File: config.mk
export PLATFORM = sky130hd
export DESIGN_NAME = bxcvr_top
export DESIGN_NICKNAME = d
export VERILOG_FILES = /design/src/rtl/bxcvr_pkg.sv /design/src/rtl/bxcvr_rise_det.sv /design/src/rtl/bxcvr_hold_reg.sv /design/src/rtl/bxcvr_lane.sv /design/src/rtl/bxcvr_top.sv
export SDC_FILE = /design/constraint.sdc
export NUM_CORES = 1
export LEC_CHECK = 0
export BUFFER_PORTS_ARGS = -buffer_cell sky130_fd_sc_hd__buf_2
export CAP_MARGIN = 20
export CELL_PAD_IN_SITES_DETAIL_PLACEMENT = 2
export CELL_PAD_IN_SITES_GLOBAL_PLACEMENT = 2
export CORE_MARGIN = 5
export CORE_UTILIZATION = 28
export DETAILED_ROUTE_END_ITERATION = 10
export GPL_ROUTABILITY_DRIVEN = 0
export GPL_TIMING_DRIVEN = 0
export HOLD_SLACK_MARGIN = 0.06
export PLACE_DENSITY = 0.92
export SKIP_CTS_REPAIR_TIMING = 1
export SLEW_MARGIN = 20
export SYNTH_ARGS = -nofsm -noshare
export SYNTH_HDL_FRONTEND = slang
export SYNTH_SLANG_ARGS = --single-unit
File: constraint.sdc
create_clock -name clk -period 1.8 [get_ports clk]
set_clock_uncertainty 0.1 [all_clocks]
set_input_delay 0.45 -clock clk [delete_from_list [all_inputs] [get_ports clk]]
set_output_delay 0.45 -clock clk [all_outputs]
set_load 0.05 [all_outputs]
File: src/rtl/bxcvr_pkg.sv
package bxcvr_pkg;

    parameter int LANE_W = 8;
    parameter int LANES  = 2;
    localparam int BUS_W = LANE_W * LANES;

    typedef logic [LANE_W-1:0] lane_data_t;

    typedef struct packed {
        logic oe_n;
        logic dir;
        logic sel_ab;
        logic sel_ba;
    } lane_ctrl_t;

    typedef enum logic [1:0] {
        PATH_OFF = 2'd0,
        PATH_A2B = 2'd1,
        PATH_B2A = 2'd2
    } path_e;

    function automatic path_e decode_path(input lane_ctrl_t c);
        if (c.oe_n)     return PATH_OFF;
        else if (c.dir) return PATH_A2B;
        else            return PATH_B2A;
    endfunction

    function automatic lane_data_t pick_src(input logic use_held,
                                            input lane_data_t live,
                                            input lane_data_t held);
        return use_held ? held : live;
    endfunction

endpackage

File: src/rtl/bxcvr_rise_det.sv
module bxcvr_rise_det (
    input  logic clk,
    input  logic rst,
    input  logic strobe,
    output logic rise
);
    logic seen_q;

    always_ff @(posedge clk) begin
        if (rst) seen_q <= 1'b0;
        else     seen_q <= strobe;
    end

    assign rise = strobe & ~seen_q;

    AST_RISE_ISOLATED: assert property (@(posedge clk) disable iff (rst)
        rise |=> !rise);

endmodule

File: src/rtl/bxcvr_hold_reg.sv
module bxcvr_hold_reg #(
    parameter int W = 8
) (
    input  logic         clk,
    input  logic         rst,
    input  logic         load,
    input  logic [W-1:0] d,
    output logic [W-1:0] q
);
    always_ff @(posedge clk) begin
        if (rst)       q <= '0;
        else if (load) q <= d;
    end

    AST_HOLD_IDLE: assert property (@(posedge clk) disable iff (rst)
        !load |=> $stable(q));
    AST_LOAD_TAKES: assert property (@(posedge clk) disable iff (rst)
        load |=> q == $past(d));
    AST_RESET_CLEARS: assert property (@(posedge clk) disable iff (rst)
        $past(rst) |-> q == '0);

endmodule

File: src/rtl/bxcvr_lane.sv
module bxcvr_lane
    import bxcvr_pkg::*;
(
    input  logic       clk,
    input  logic       rst,
    input  lane_ctrl_t ctrl,
    input  logic       cap_a,
    input  logic       cap_b,
    input  lane_data_t a_in,
    input  lane_data_t b_in,
    output lane_data_t a_out,
    output lane_data_t a_oe,
    output lane_data_t b_out,
    output lane_data_t b_oe
);
    logic       load_a, load_b;
    lane_data_t held_a, held_b;
    path_e      path;

    bxcvr_rise_det u_rise_a (.clk(clk), .rst(rst), .strobe(cap_a), .rise(load_a));
    bxcvr_rise_det u_rise_b (.clk(clk), .rst(rst), .strobe(cap_b), .rise(load_b));

    bxcvr_hold_reg #(.W(LANE_W)) u_reg_a (
        .clk(clk), .rst(rst), .load(load_a), .d(a_in), .q(held_a));
    bxcvr_hold_reg #(.W(LANE_W)) u_reg_b (
        .clk(clk), .rst(rst), .load(load_b), .d(b_in), .q(held_b));

    always_comb begin
        path  = decode_path(ctrl);
        a_out = '0;
        b_out = '0;
        a_oe  = '0;
        b_oe  = '0;
        unique case (path)
            PATH_A2B: begin
                b_oe  = '1;
                b_out = pick_src(ctrl.sel_ab, a_in, held_a);
            end
            PATH_B2A: begin
                a_oe  = '1;
                a_out = pick_src(ctrl.sel_ba, b_in, held_b);
            end
            default: ;
        endcase
    end

    AST_LANE_ISOLATED: assert property (@(posedge clk) disable iff (rst)
        ctrl.oe_n |-> (a_oe == '0 && b_oe == '0 && a_out == '0 && b_out == '0));
    AST_ONE_DIRECTION: assert property (@(posedge clk) disable iff (rst)
        !((|a_oe) && (|b_oe)));
    AST_STORED_A_PATH: assert property (@(posedge clk) disable iff (rst)
        (!ctrl.oe_n && ctrl.dir && ctrl.sel_ab) |-> b_out == held_a);
    AST_STORED_B_PATH: assert property (@(posedge clk) disable iff (rst)
        (!ctrl.oe_n && !ctrl.dir && ctrl.sel_ba) |-> a_out == held_b);

endmodule

File: src/rtl/bxcvr_top.sv
module bxcvr_top
    import bxcvr_pkg::*;
(
    input  logic             clk,
    input  logic             rst,
    input  logic [LANES-1:0] oe_n,
    input  logic [LANES-1:0] dir,
    input  logic [LANES-1:0] sel_ab,
    input  logic [LANES-1:0] sel_ba,
    input  logic [LANES-1:0] cap_a,
    input  logic [LANES-1:0] cap_b,
    input  logic [BUS_W-1:0] a_in,
    output logic [BUS_W-1:0] a_out,
    output logic [BUS_W-1:0] a_oe,
    input  logic [BUS_W-1:0] b_in,
    output logic [BUS_W-1:0] b_out,
    output logic [BUS_W-1:0] b_oe
);
    for (genvar g = 0; g < LANES; g++) begin : g_lane
        lane_ctrl_t ctrl;
        assign ctrl = '{oe_n: oe_n[g], dir: dir[g], sel_ab: sel_ab[g], sel_ba: sel_ba[g]};

        bxcvr_lane u_lane (
            .clk   (clk),
            .rst   (rst),
            .ctrl  (ctrl),
            .cap_a (cap_a[g]),
            .cap_b (cap_b[g]),
            .a_in  (a_in [g*LANE_W +: LANE_W]),
            .b_in  (b_in [g*LANE_W +: LANE_W]),
            .a_out (a_out[g*LANE_W +: LANE_W]),
            .a_oe  (a_oe [g*LANE_W +: LANE_W]),
            .b_out (b_out[g*LANE_W +: LANE_W]),
            .b_oe  (b_oe [g*LANE_W +: LANE_W])
        );
    end

    AST_NO_BUS_FIGHT: assert property (@(posedge clk) disable iff (rst)
        (a_oe & b_oe) == '0);

endmodule

==> run_results.csv, run 1 <==
group,metric,value,unit
clock_network,cts-buffers-inserted,5,
power_and_ir_drop,power,0.00241,W
worst_setup_path,arrival,1280,ps
route,ant_nets,0,
floorplan,coreArea,8810,µm²
cells_and_area,areaGrowthSynthToFinish,67.2,%
timing,finalSetupViolations,18,
cells_and_area,final_common_cell,"buf_2",
cells_and_area,num-nets-final,421,
synthesis,yosysSeqAreaShare,0.283,
worst_setup_path,critPathCaptureType,"primary output",
cells_and_area,num_antenna_cells,0,
clock_network,clk_path_buf_depth,2,
cells_and_area,final_util,0.483,
worst_hold_path,hold_class,"in -> reg",
outcome,status,"finished, violations left",
power_and_ir_drop,p_seq_frac,0.371,
cells_and_area,final_cell_mix,"46 x buf_2, 44 x buf_6, 36 x dfxtp_1",
timing,relSlewSlack,0.802,
worst_setup_path,critPathKind,"in -> out",
floorplan,ios,110,
power_and_ir_drop,vdd_drop_max,0.274,mV
route,dr.pass1.iters,6,
worst_setup_path,regToRegSetupSlack,730,ps
floorplan,fp-row-count,34,
synthesis,syn_nets,301,
synthesis,synth_area,2540,µm²
timing,finalCriticalPeriod,1830,ps
route,drc_errors,0,
global_routing,grt_overflow,0,
route,via_count,2326,
clock_network,cts.htree.levels,2,
global_routing,grt_max_degree,11,
route,wirelength,8840,µm
global_routing,track_usage,0.137,
route,vias_per_cell,4.82,
synthesis,synth_area_leaders,"dfxtp_1 28%, nand4bb_1 14%, mux2i_1 13%",
clock_network,insertion_delay,280,ps
cells_and_area,design_area,4250,µm²
placement,dp_hpwl,6220,µm
timing,tightest_slew,289,ps
outcome,violations,"negative setup slack",
global_routing,first_global_vias,2489,
timing,setup_slack,-33.8,ps
synthesis,netlist.area_leader.share,0.283,
power_and_ir_drop,leakagePower,1.81,nW
route,wl_per_cell,18.3,µm
floorplan,die-area,11100,µm²
timing,finalCritPeriodShare,1.02,
synthesis,ys_ff_latch,36,
clock_network,cts_tree,"built",
job,drv_cap,0,
worst_setup_path,required,1250,ps
synthesis,synth_warnings,0,
worst_setup_path,startpoint_type,"input port",
timing,hold_viol_final,0,
synthesis,syn_inst,255,
power_and_ir_drop,p_clk_frac,0.224,
floorplan,die_y,105,µm
clock_network,cts_root_buffer,"clkbuf_8",
power_and_ir_drop,netSwitchingPower,0.000859,W
cells_and_area,layout-drive-gt1-share,0.725,
timing,fmax,0.545,GHz
placement,dpl_cell_area,3450,µm²
power_and_ir_drop,pwr-share-comb,0.405,
placement,io_buffers,104,
clock_network,cts_sinks,36,
synthesis,yosys.area.top_type,"dfxtp_1",
global_routing,grt_pass1_wl,12500,µm
worst_setup_path,path_max_fanout,8,
power_and_ir_drop,p_int,0.00155,W
route,drtIter0Drc,27,
global_routing,antenna_found_initial,0,
floorplan,fp.dieW,105,µm
timing,rsz0062_at_grt,"yes",
power_and_ir_drop,power_switching_share,0.357,
floorplan,start_util,0.289,
synthesis,synth_cell_type_count,17,
clock_network,path_clk_slew,70,ps
synthesis,synth.avg_cell_area,9.97,µm²
timing,slew_viol_final,0,
power_and_ir_drop,p_per_area,567,nW/µm²
per-layer routing:
layer / global-route usage / vias to the layer above / wire length [µm]
li1: - / 1099 / -
met1: 0.160 / 1147 / 3510
met2: 0.250 / 78 / 4820
met3: 0.0391 / 2 / 490
met4: 0.0234 / 0 / 24
met5: 0 / - / 0
worst max-delay path, stage by stage:
cell	delay [ps]
buf_6	100
or2_4	270
buf_12	160
clkinv_8	70
buf_6	90
buf_8	130
power groups by stage:
stage | logic, W | registers (W) | clock network (W)
final | 0.000975 | 0.000893 | 0.000540
after global routing | 0.00103 | 0.000899 | 0.000607
after CTS | 0.000792 | 0.000890 | 0.000574
after detailed placement | 0.000791 | 0.000908 | 0
after global placement | 0.000768 | 0.000904 | 0
after floorplan | 0.000603 | 0.000895 | 0
final timing paths:
kind	cells past startpoint	to	from
max	6	a_oe[12]	dir[1]
min	3	g_lane[1].u_lane.u_reg_a.q[1]	a_in[9]
max reg2reg	2	g_lane[0].u_lane.u_reg_a.q[4]	g_lane[0].u_lane.u_rise_a.seen_q
min reg2reg	2	g_lane[1].u_lane.u_reg_a.q[2]	g_lane[1].u_lane.u_reg_a.q[2]
cell type report:
| type | instances | area [µm²] |
|---|---|---|
| sequential | 36 | 721 |
| timing repair buffer | 115 | 1090 |
| tap | 108 | 135 |
| clock inverter | 1 | 5.00 |
| multi-input combinational | 172 | 1730 |
| fill | 887 | 4560 |
| inverter | 4 | 47.5 |
| clock buffer | 6 | 72.6 |
| buffer | 41 | 450 |
metrics by stage:
step                      hold WS [ps]  setup TNS [ps]  setup slack, ps  cells
after detailed placement           372           -8890             -279    467
after global routing               364           -1490            -53.1    483
after global placement             362           -7780             -251    467
final                              364            -417            -33.8    483
after floorplan                    353           -2400             -106    255
after CTS                          350           -8940             -278    474
registers in the layout, summed over array words and instances, names as in the netlist:
signal,flops
g_lane.u_lane.u_reg_a.q,16
g_lane.u_lane.u_reg_b.q,16
g_lane.u_lane.u_rise_a.seen_q,2
g_lane.u_lane.u_rise_b.seen_q,2
synthesized netlist by cell type (all sizes together):
cell type,number
and2b,4
buf,41
clkbuf,2
dfxtp,36
inv,4
mux2i,32
nand2b,34
nand4bb,32
nor2,32
nor2b,4
o21ai,32
or2,2
cells by family after synthesis:
group / synth area share
muxes: 0.126
buffers and inverters: 0.126
and+or+nand+nor: 0.354
AOI/OAI and AO/OA: 0.110
DFF: 0.283
(Power assumes the default switching activity.)
==> run 2, diff against run 1 <==
==> constraint.sdc (replaced) <==
create_clock -name clk -period 2 [get_ports clk]
set_clock_uncertainty 0.1 [all_clocks]
set_input_delay 0.5 -clock clk [delete_from_list [all_inputs] [get_ports clk]]
set_output_delay 0.5 -clock clk [all_outputs]
set_load 0.05 [all_outputs]
==> run 2 against run 1 <==
  * The flow now finishes without violations
  * Clock power fell by 8.5%
  * Utilization decreased by 7.0 points
  * Power down 16%
  * Via count is 1.7% lower
  * Critical path depth unchanged
  * Sequential power decreased by 11%
  * Global-route usage up 0.16 points
==> run_results.csv, run 2 (synthesis results as in run 1) <==
group,metric,value,unit
worst_setup_path,crit_buf_inv,4,
route,dr.pass1.iters,4,
cells_and_area,final_common_cell,"buf_2",
worst_setup_path,r2r_cells,2,
global_routing,grt_pass1_wl,12700,µm
outcome,status,"finished clean",
floorplan,die-area,11100,µm²
cells_and_area,design_area,3640,µm²
worst_setup_path,startpoint,"oe_n[0]",
power_and_ir_drop,vdd_drop_max,0.272,mV
route,wirelength,8000,µm
timing,relSlewSlack,0.822,
route,vias_per_cell,4.74,
worst_setup_path,path_max_fanout,7,
worst_setup_path,required,1400,ps
worst_setup_path,arrival,1380,ps
global_routing,grt_overflow,0,
timing,finalCritPeriodShare,0.989,
clock_network,path_clk_slew,70,ps
power_and_ir_drop,power,0.00202,W
route,wl_per_cell,16.6,µm
worst_setup_path,regToRegSetupSlack,930,ps
placement,dpl_cell_area,3250,µm²
placement,dp_hpwl,6200,µm
worst_setup_path,critPathCaptureType,"primary output",
worst_setup_path,critPathKind,"in -> out",
global_routing,grt_max_degree,12,
power_and_ir_drop,p_per_area,555,nW/µm²
route,drtIter0Drc,19,
worst_setup_path,cp_common_cell,"buf_2",
floorplan,ios,110,
cells_and_area,num_antenna_cells,0,
clock_network,cts_root_buffer,"clkbuf_8",
placement,io_buffers,104,
clock_network,cts_tree,"built",
worst_setup_path,startpoint_type,"input port",
worst_setup_path,slowest_delay,260,ps
worst_hold_path,holdPathEnd,"g_lane[1].u_lane.u_reg_b.q[7]",
clock_network,cts-buffers-inserted,5,
worst_hold_path,hp-start,"g_lane[1].u_lane.u_reg_b.q[7]",
clock_network,clk_path_buf_depth,2,
global_routing,track_usage,0.138,
timing,finalSetupViolations,0,
power_and_ir_drop,leakagePower,1.68,nW
floorplan,die_y,105,µm
route,drc_errors,0,
worst_setup_path,crit_family,"buffers and inverters",
worst_setup_path,critical_path.cell_chain,"buf_2 > nand2b_1 > buf_6 > buf_4 > nor2_2 > buf_2",
clock_network,cts.htree.levels,2,
worst_setup_path,reg2reg_to,"g_lane[0].u_lane.u_reg_b.q[6]",
cells_and_area,layout-drive-gt1-share,0.636,
floorplan,start_util,0.289,
clock_network,cts_sinks,36,
timing,final.setup.tns,0,ps
floorplan,coreArea,8810,µm²
timing,tightest_slew,267,ps
floorplan,fp.dieW,105,µm
cells_and_area,num-nets-final,420,
job,drv_cap,0,
timing,whs,379,ps
global_routing,antenna_found_initial,0,
global_routing,first_global_vias,2501,
route,via_count,2286,
worst_setup_path,r2r_start,"g_lane[0].u_lane.u_rise_b.seen_q",
cells_and_area,largestRegisters,"g_lane.u_lane.u_reg_a.q x16, g_lane.u_lane.u_reg_b.q x16",
clock_network,insertion_delay,280,ps
timing,fmax,0.505,GHz
worst_hold_path,hold_class,"reg -> reg",
worst_setup_path,critPathSlowestCell,"buf_2",
floorplan,fp-row-count,34,
route,ant_nets,0,
timing,slew_viol_final,0,
worst_hold_path,min_path_cells,2,
cells_and_area,areaGrowthSynthToFinish,43.0,%
timing,finalCriticalPeriod,1980,ps
cells_and_area,final_cell_mix,"60 x buf_2, 48 x buf_4, 36 x dfxtp_1",
timing,hold_viol_final,0,
run 2: report_power, final:
| group | switching [W] | internal [W] |
|---|---|---|
| registers | 0.0000394 | 0.000760 |
| clock network | 0.000258 | 0.000236 |
| logic | 0.000423 | 0.000300 |
run 2: how the worst max path moves through the flow:
stage | to | depth (start not counted)
finish | b_out[4] | 6
global route | a_out[9] | 5
CTS | b_oe[4] | 6
detailed placement | b_oe[4] | 6
global placement | b_oe[7] | 6
floorplan | a_out[0] | 3
run 2: tightest hold or removal path, delay by kind of cell, from the launching register on:
| family | cells | cell delay (ps) |
|---|---|---|
| flops | 1 | 310 |
| compound gates | 1 | 50 |
| simple gates | 1 | 80 |
run 2: final cells by class:
type | instances | area [µm²]
plain buffers | 43 | 325
inverters | 4 | 30.0
flip-flops and latches | 36 | 721
well taps | 108 | 135
fillers | 949 | 5170
repair buffers | 112 | 802
clock inverters | 2 | 12.5
clock buffers | 5 | 68.8
multi-input cells | 172 | 1540
run 2: per-stage QoR:
| step | worst slack (ps) | utilization | instances |
|---|---|---|---|
| floorplan | -133 | - | 255 |
| global placement | -198 | 0.369 | 467 |
| detailed placement | -251 | 0.369 | 467 |
| CTS | -256 | 0.378 | 474 |
| global route | -33.3 | 0.413 | 482 |
| finish | 21.5 | 0.413 | 482 |
run 2: metal layers:
| metal | vias up | GRT usage | wire (µm) |
|---|---|---|---|
| li1 | 1094 | - | - |
| met1 | 1108 | 0.150 | 3110 |
| met2 | 77 | 0.265 | 4310 |
| met3 | 7 | 0.0428 | 530 |
| met4 | 0 | 0.0253 | 55 |
| met5 | - | 0 | 0 |
==> run 3, diff against run 2 <==
--- a/config.mk
+++ b/config.mk
@@ -10,14 +10,14 @@
 export CELL_PAD_IN_SITES_DETAIL_PLACEMENT = 2
 export CELL_PAD_IN_SITES_GLOBAL_PLACEMENT = 2
 export CORE_MARGIN = 5
-export CORE_UTILIZATION = 28
+export CORE_UTILIZATION = 25
 export DETAILED_ROUTE_END_ITERATION = 10
 export GPL_ROUTABILITY_DRIVEN = 0
 export GPL_TIMING_DRIVEN = 0
 export HOLD_SLACK_MARGIN = 0.06
-export PLACE_DENSITY = 0.92
-export SKIP_CTS_REPAIR_TIMING = 1
+export PLACE_DENSITY = 0.91
 export SLEW_MARGIN = 20
 export SYNTH_ARGS = -nofsm -noshare
 export SYNTH_HDL_FRONTEND = slang
+export SYNTH_HIERARCHICAL = 1
 export SYNTH_SLANG_ARGS = --single-unit
==> run 3 against run 2 <==
  * Sequential cell count stayed put
  * Global-route usage shrank 1.3 points
  * Utilization decreased by 3.6 points
  * Sequential share of layout area grew 3.5 points
  * Combinational power down 9.1%
  * Cell count decreased by 8.1%
  * Critical endpoint is now a_out[10]
  * Worst hold slack got worse by 20 ps
  * Critical path depth is 1 lower
  * Power decreased by 2.0%
  * Highest routed layer unchanged
  * First-iteration DRC count down 58%
==> run_results.csv, run 3 <==
group,metric,value,unit
outcome,status,"finished clean",
worst_setup_path,reg2reg_to,"g_lane[0].u_lane/u_reg_a/q[7]",
global_routing,grt_pass1_wl,10400,µm
floorplan,ios,110,
clock_network,cts_tree,"built",
cells_and_area,final_util,0.377,
route,vias_per_cell,4.30,
floorplan,fp.dieW,101,µm
synthesis,yosys.area.top_type,"dfxtp_1",
synthesis,synth_warnings,6,
route,drtIter0Drc,8,
synthesis,syn_inst,224,
timing,finalCriticalPeriod,1980,ps
cells_and_area,num-nets-final,383,
timing,setup_slack,24.7,ps
synthesis,synth_commonest_cells,"64 x mux2i_1, 64 x nor2_1, 36 x dfxtp_1",
worst_setup_path,arrival,1380,ps
cells_and_area,final_cell_mix,"64 x mux2i_1, 61 x buf_4, 60 x buf_2",
timing,finalSetupViolations,0,
power_and_ir_drop,leakagePower,1.60,nW
job,drv_cap,0,
placement,dpl_cell_area,2780,µm²
route,via_count,1904,
worst_setup_path,regToRegSetupSlack,910,ps
global_routing,track_usage,0.125,
cells_and_area,layout-drive-gt1-share,0.541,
timing,slew_viol_final,0,
power_and_ir_drop,p_per_area,641,nW/µm²
global_routing,first_global_vias,2157,
route,ant_nets,0,
cells_and_area,largestRegisters,"g_lane.u_lane/u_reg_a/q x16, g_lane.u_lane/u_reg_b/q x16",
placement,place_inst,434,
synthesis,synth_cell_type_count,11,
floorplan,die-area,10300,µm²
cells_and_area,design_area,3080,µm²
route,wirelength,6540,µm
route,wl_per_cell,14.8,µm
worst_setup_path,critPathCapture,"a_out[10]",
worst_setup_path,required,1400,ps
placement,dp_hpwl,5200,µm
worst_hold_path,hold_class,"in -> reg",
clock_network,path_clk_slew,70,ps
cells_and_area,areaGrowthSynthToFinish,48.0,%
clock_network,cts_root_buffer,"clkbuf_8",
worst_setup_path,critPathCaptureType,"primary output",
timing,finalCritPeriodShare,0.988,
timing,hold_viol_final,0,
synthesis,yosysSeqAreaShare,0.346,
placement,io_buffers,105,
worst_setup_path,path_max_fanout,9,
worst_setup_path,startpoint_type,"input port",
timing,fmax,0.506,GHz
floorplan,die_y,101,µm
route,dr.pass1.iters,3,
global_routing,antenna_found_initial,0,
clock_network,insertion_delay,270,ps
timing,tightest_slew,405,ps
cells_and_area,final_common_cell,"mux2i_1",
timing,relSlewSlack,0.730,
worst_setup_path,r2r_cells,4,
cells_and_area,finalNonFillerCells,443,
placement,dp_slack,-120,ps
worst_setup_path,critPathKind,"in -> out",
global_routing,grt_max_degree,11,
worst_setup_path,r2r_start,"g_lane[0].u_lane/u_rise_a/seen_q",
route,drc_errors,0,
clock_network,clk_path_buf_depth,2,
clock_network,cts_sinks,36,
synthesis,syn_nets,270,
clock_network,post_cts_buffers,0,
clock_network,cts-buffers-inserted,5,
clock_network,cts.htree.levels,2,
cells_and_area,num_antenna_cells,0,
floorplan,start_util,0.255,
synthesis,synth-edff-count,0,
synthesis,synthFlopType,"dfxtp_1",
global_routing,grt_overflow,0,
synthesis,ys_ff_latch,36,
worst_setup_path,startpoint,"oe_n[1]",
timing,rsz0062_at_grt,"no",
clock_network,hold_buffers,0,
synthesis,synth_area,2080,µm²
synthesis,synth_area_leaders,"dfxtp_1 35%, mux2i_1 31%, buf_4 12%",
synthesis,netlist.area_leader.share,0.346,
power_and_ir_drop,vdd_drop_max,0.258,mV
synthesis,async_flop_share,0,
floorplan,fp-row-count,33,
synthesis,synth.avg_cell_area,9.31,µm²
floorplan,coreArea,8180,µm²
-- run 3: how the worst min path moves through the flow --
stage                                       start                                to  slack (ps)  cells after the start
CTS                                      cap_b[1]  g_lane[1].u_lane/u_rise_b/seen_q         350                      2
floorplan           g_lane[0].u_lane/u_reg_a/q[0]     g_lane[0].u_lane/u_reg_a/q[0]         360                      2
global placement    g_lane[0].u_lane/u_reg_a/q[0]     g_lane[0].u_lane/u_reg_a/q[0]         370                      2
detailed placement  g_lane[0].u_lane/u_reg_b/q[1]     g_lane[0].u_lane/u_reg_b/q[1]         390                      2
global route                             cap_b[1]  g_lane[1].u_lane/u_rise_b/seen_q         350                      2
finish                                   cap_a[0]  g_lane[0].u_lane/u_rise_a/seen_q         360                      2
-- run 3: layout make-up --
cell class	count	area [µm²]
clock buffer	8	90.1
multi-input combinational	140	1060
inverter	4	27.5
fill	950	5090
tap	105	131
sequential	36	721
buffer	44	338
timing repair buffer	106	713
-- run 3: power breakdown --
part | leakage, nW | switching (W) | internal (W)
logic | 1.26 | 0.000398 | 0.000259
registers | 0.297 | 0.0000232 | 0.000760
clock network | 0.0455 | 0.000255 | 0.000281
total | 1.60 | 0.000676 | 0.00130
-- run 3: logic make-up (layout without fill, tap and decap cells) --
logic type    after synthesis  after routing  synth area share
simple gates               76             76             0.180
mux                        64             64             0.307
buf+inv                    48            162             0.167
flops                      36             36             0.346
-- run 3: repair_timing --
item,4_1_cts,5_1_grt
gates cloned,0,1
resized for setup,57,22
endpoints found under the setup margin,38,34
-- run 3: metal layers --
layer	vias to the layer above	share of wire	track usage
met5	-	0	0
met4	0	0.013	0.0307
met3	6	0.059	0.0296
met2	62	0.56	0.245
met1	917	0.37	0.132
li1	919	-	-
-- run 3: through the flow --
step	setup TNS [ps]	power, W	hold WS [ps]
floorplan	-1900	0.00125	360
global placement	-1660	0.00139	373
detailed placement	-2830	0.00141	389
CTS	0	0.00201	347
global route	0	0.00210	347
finish	0	0.00198	359
-- run 3: critical path: stages --
cell    delay, ps
buf_2         100
or2_1         260
buf_6         160
nor2_1        130
buf_4         220
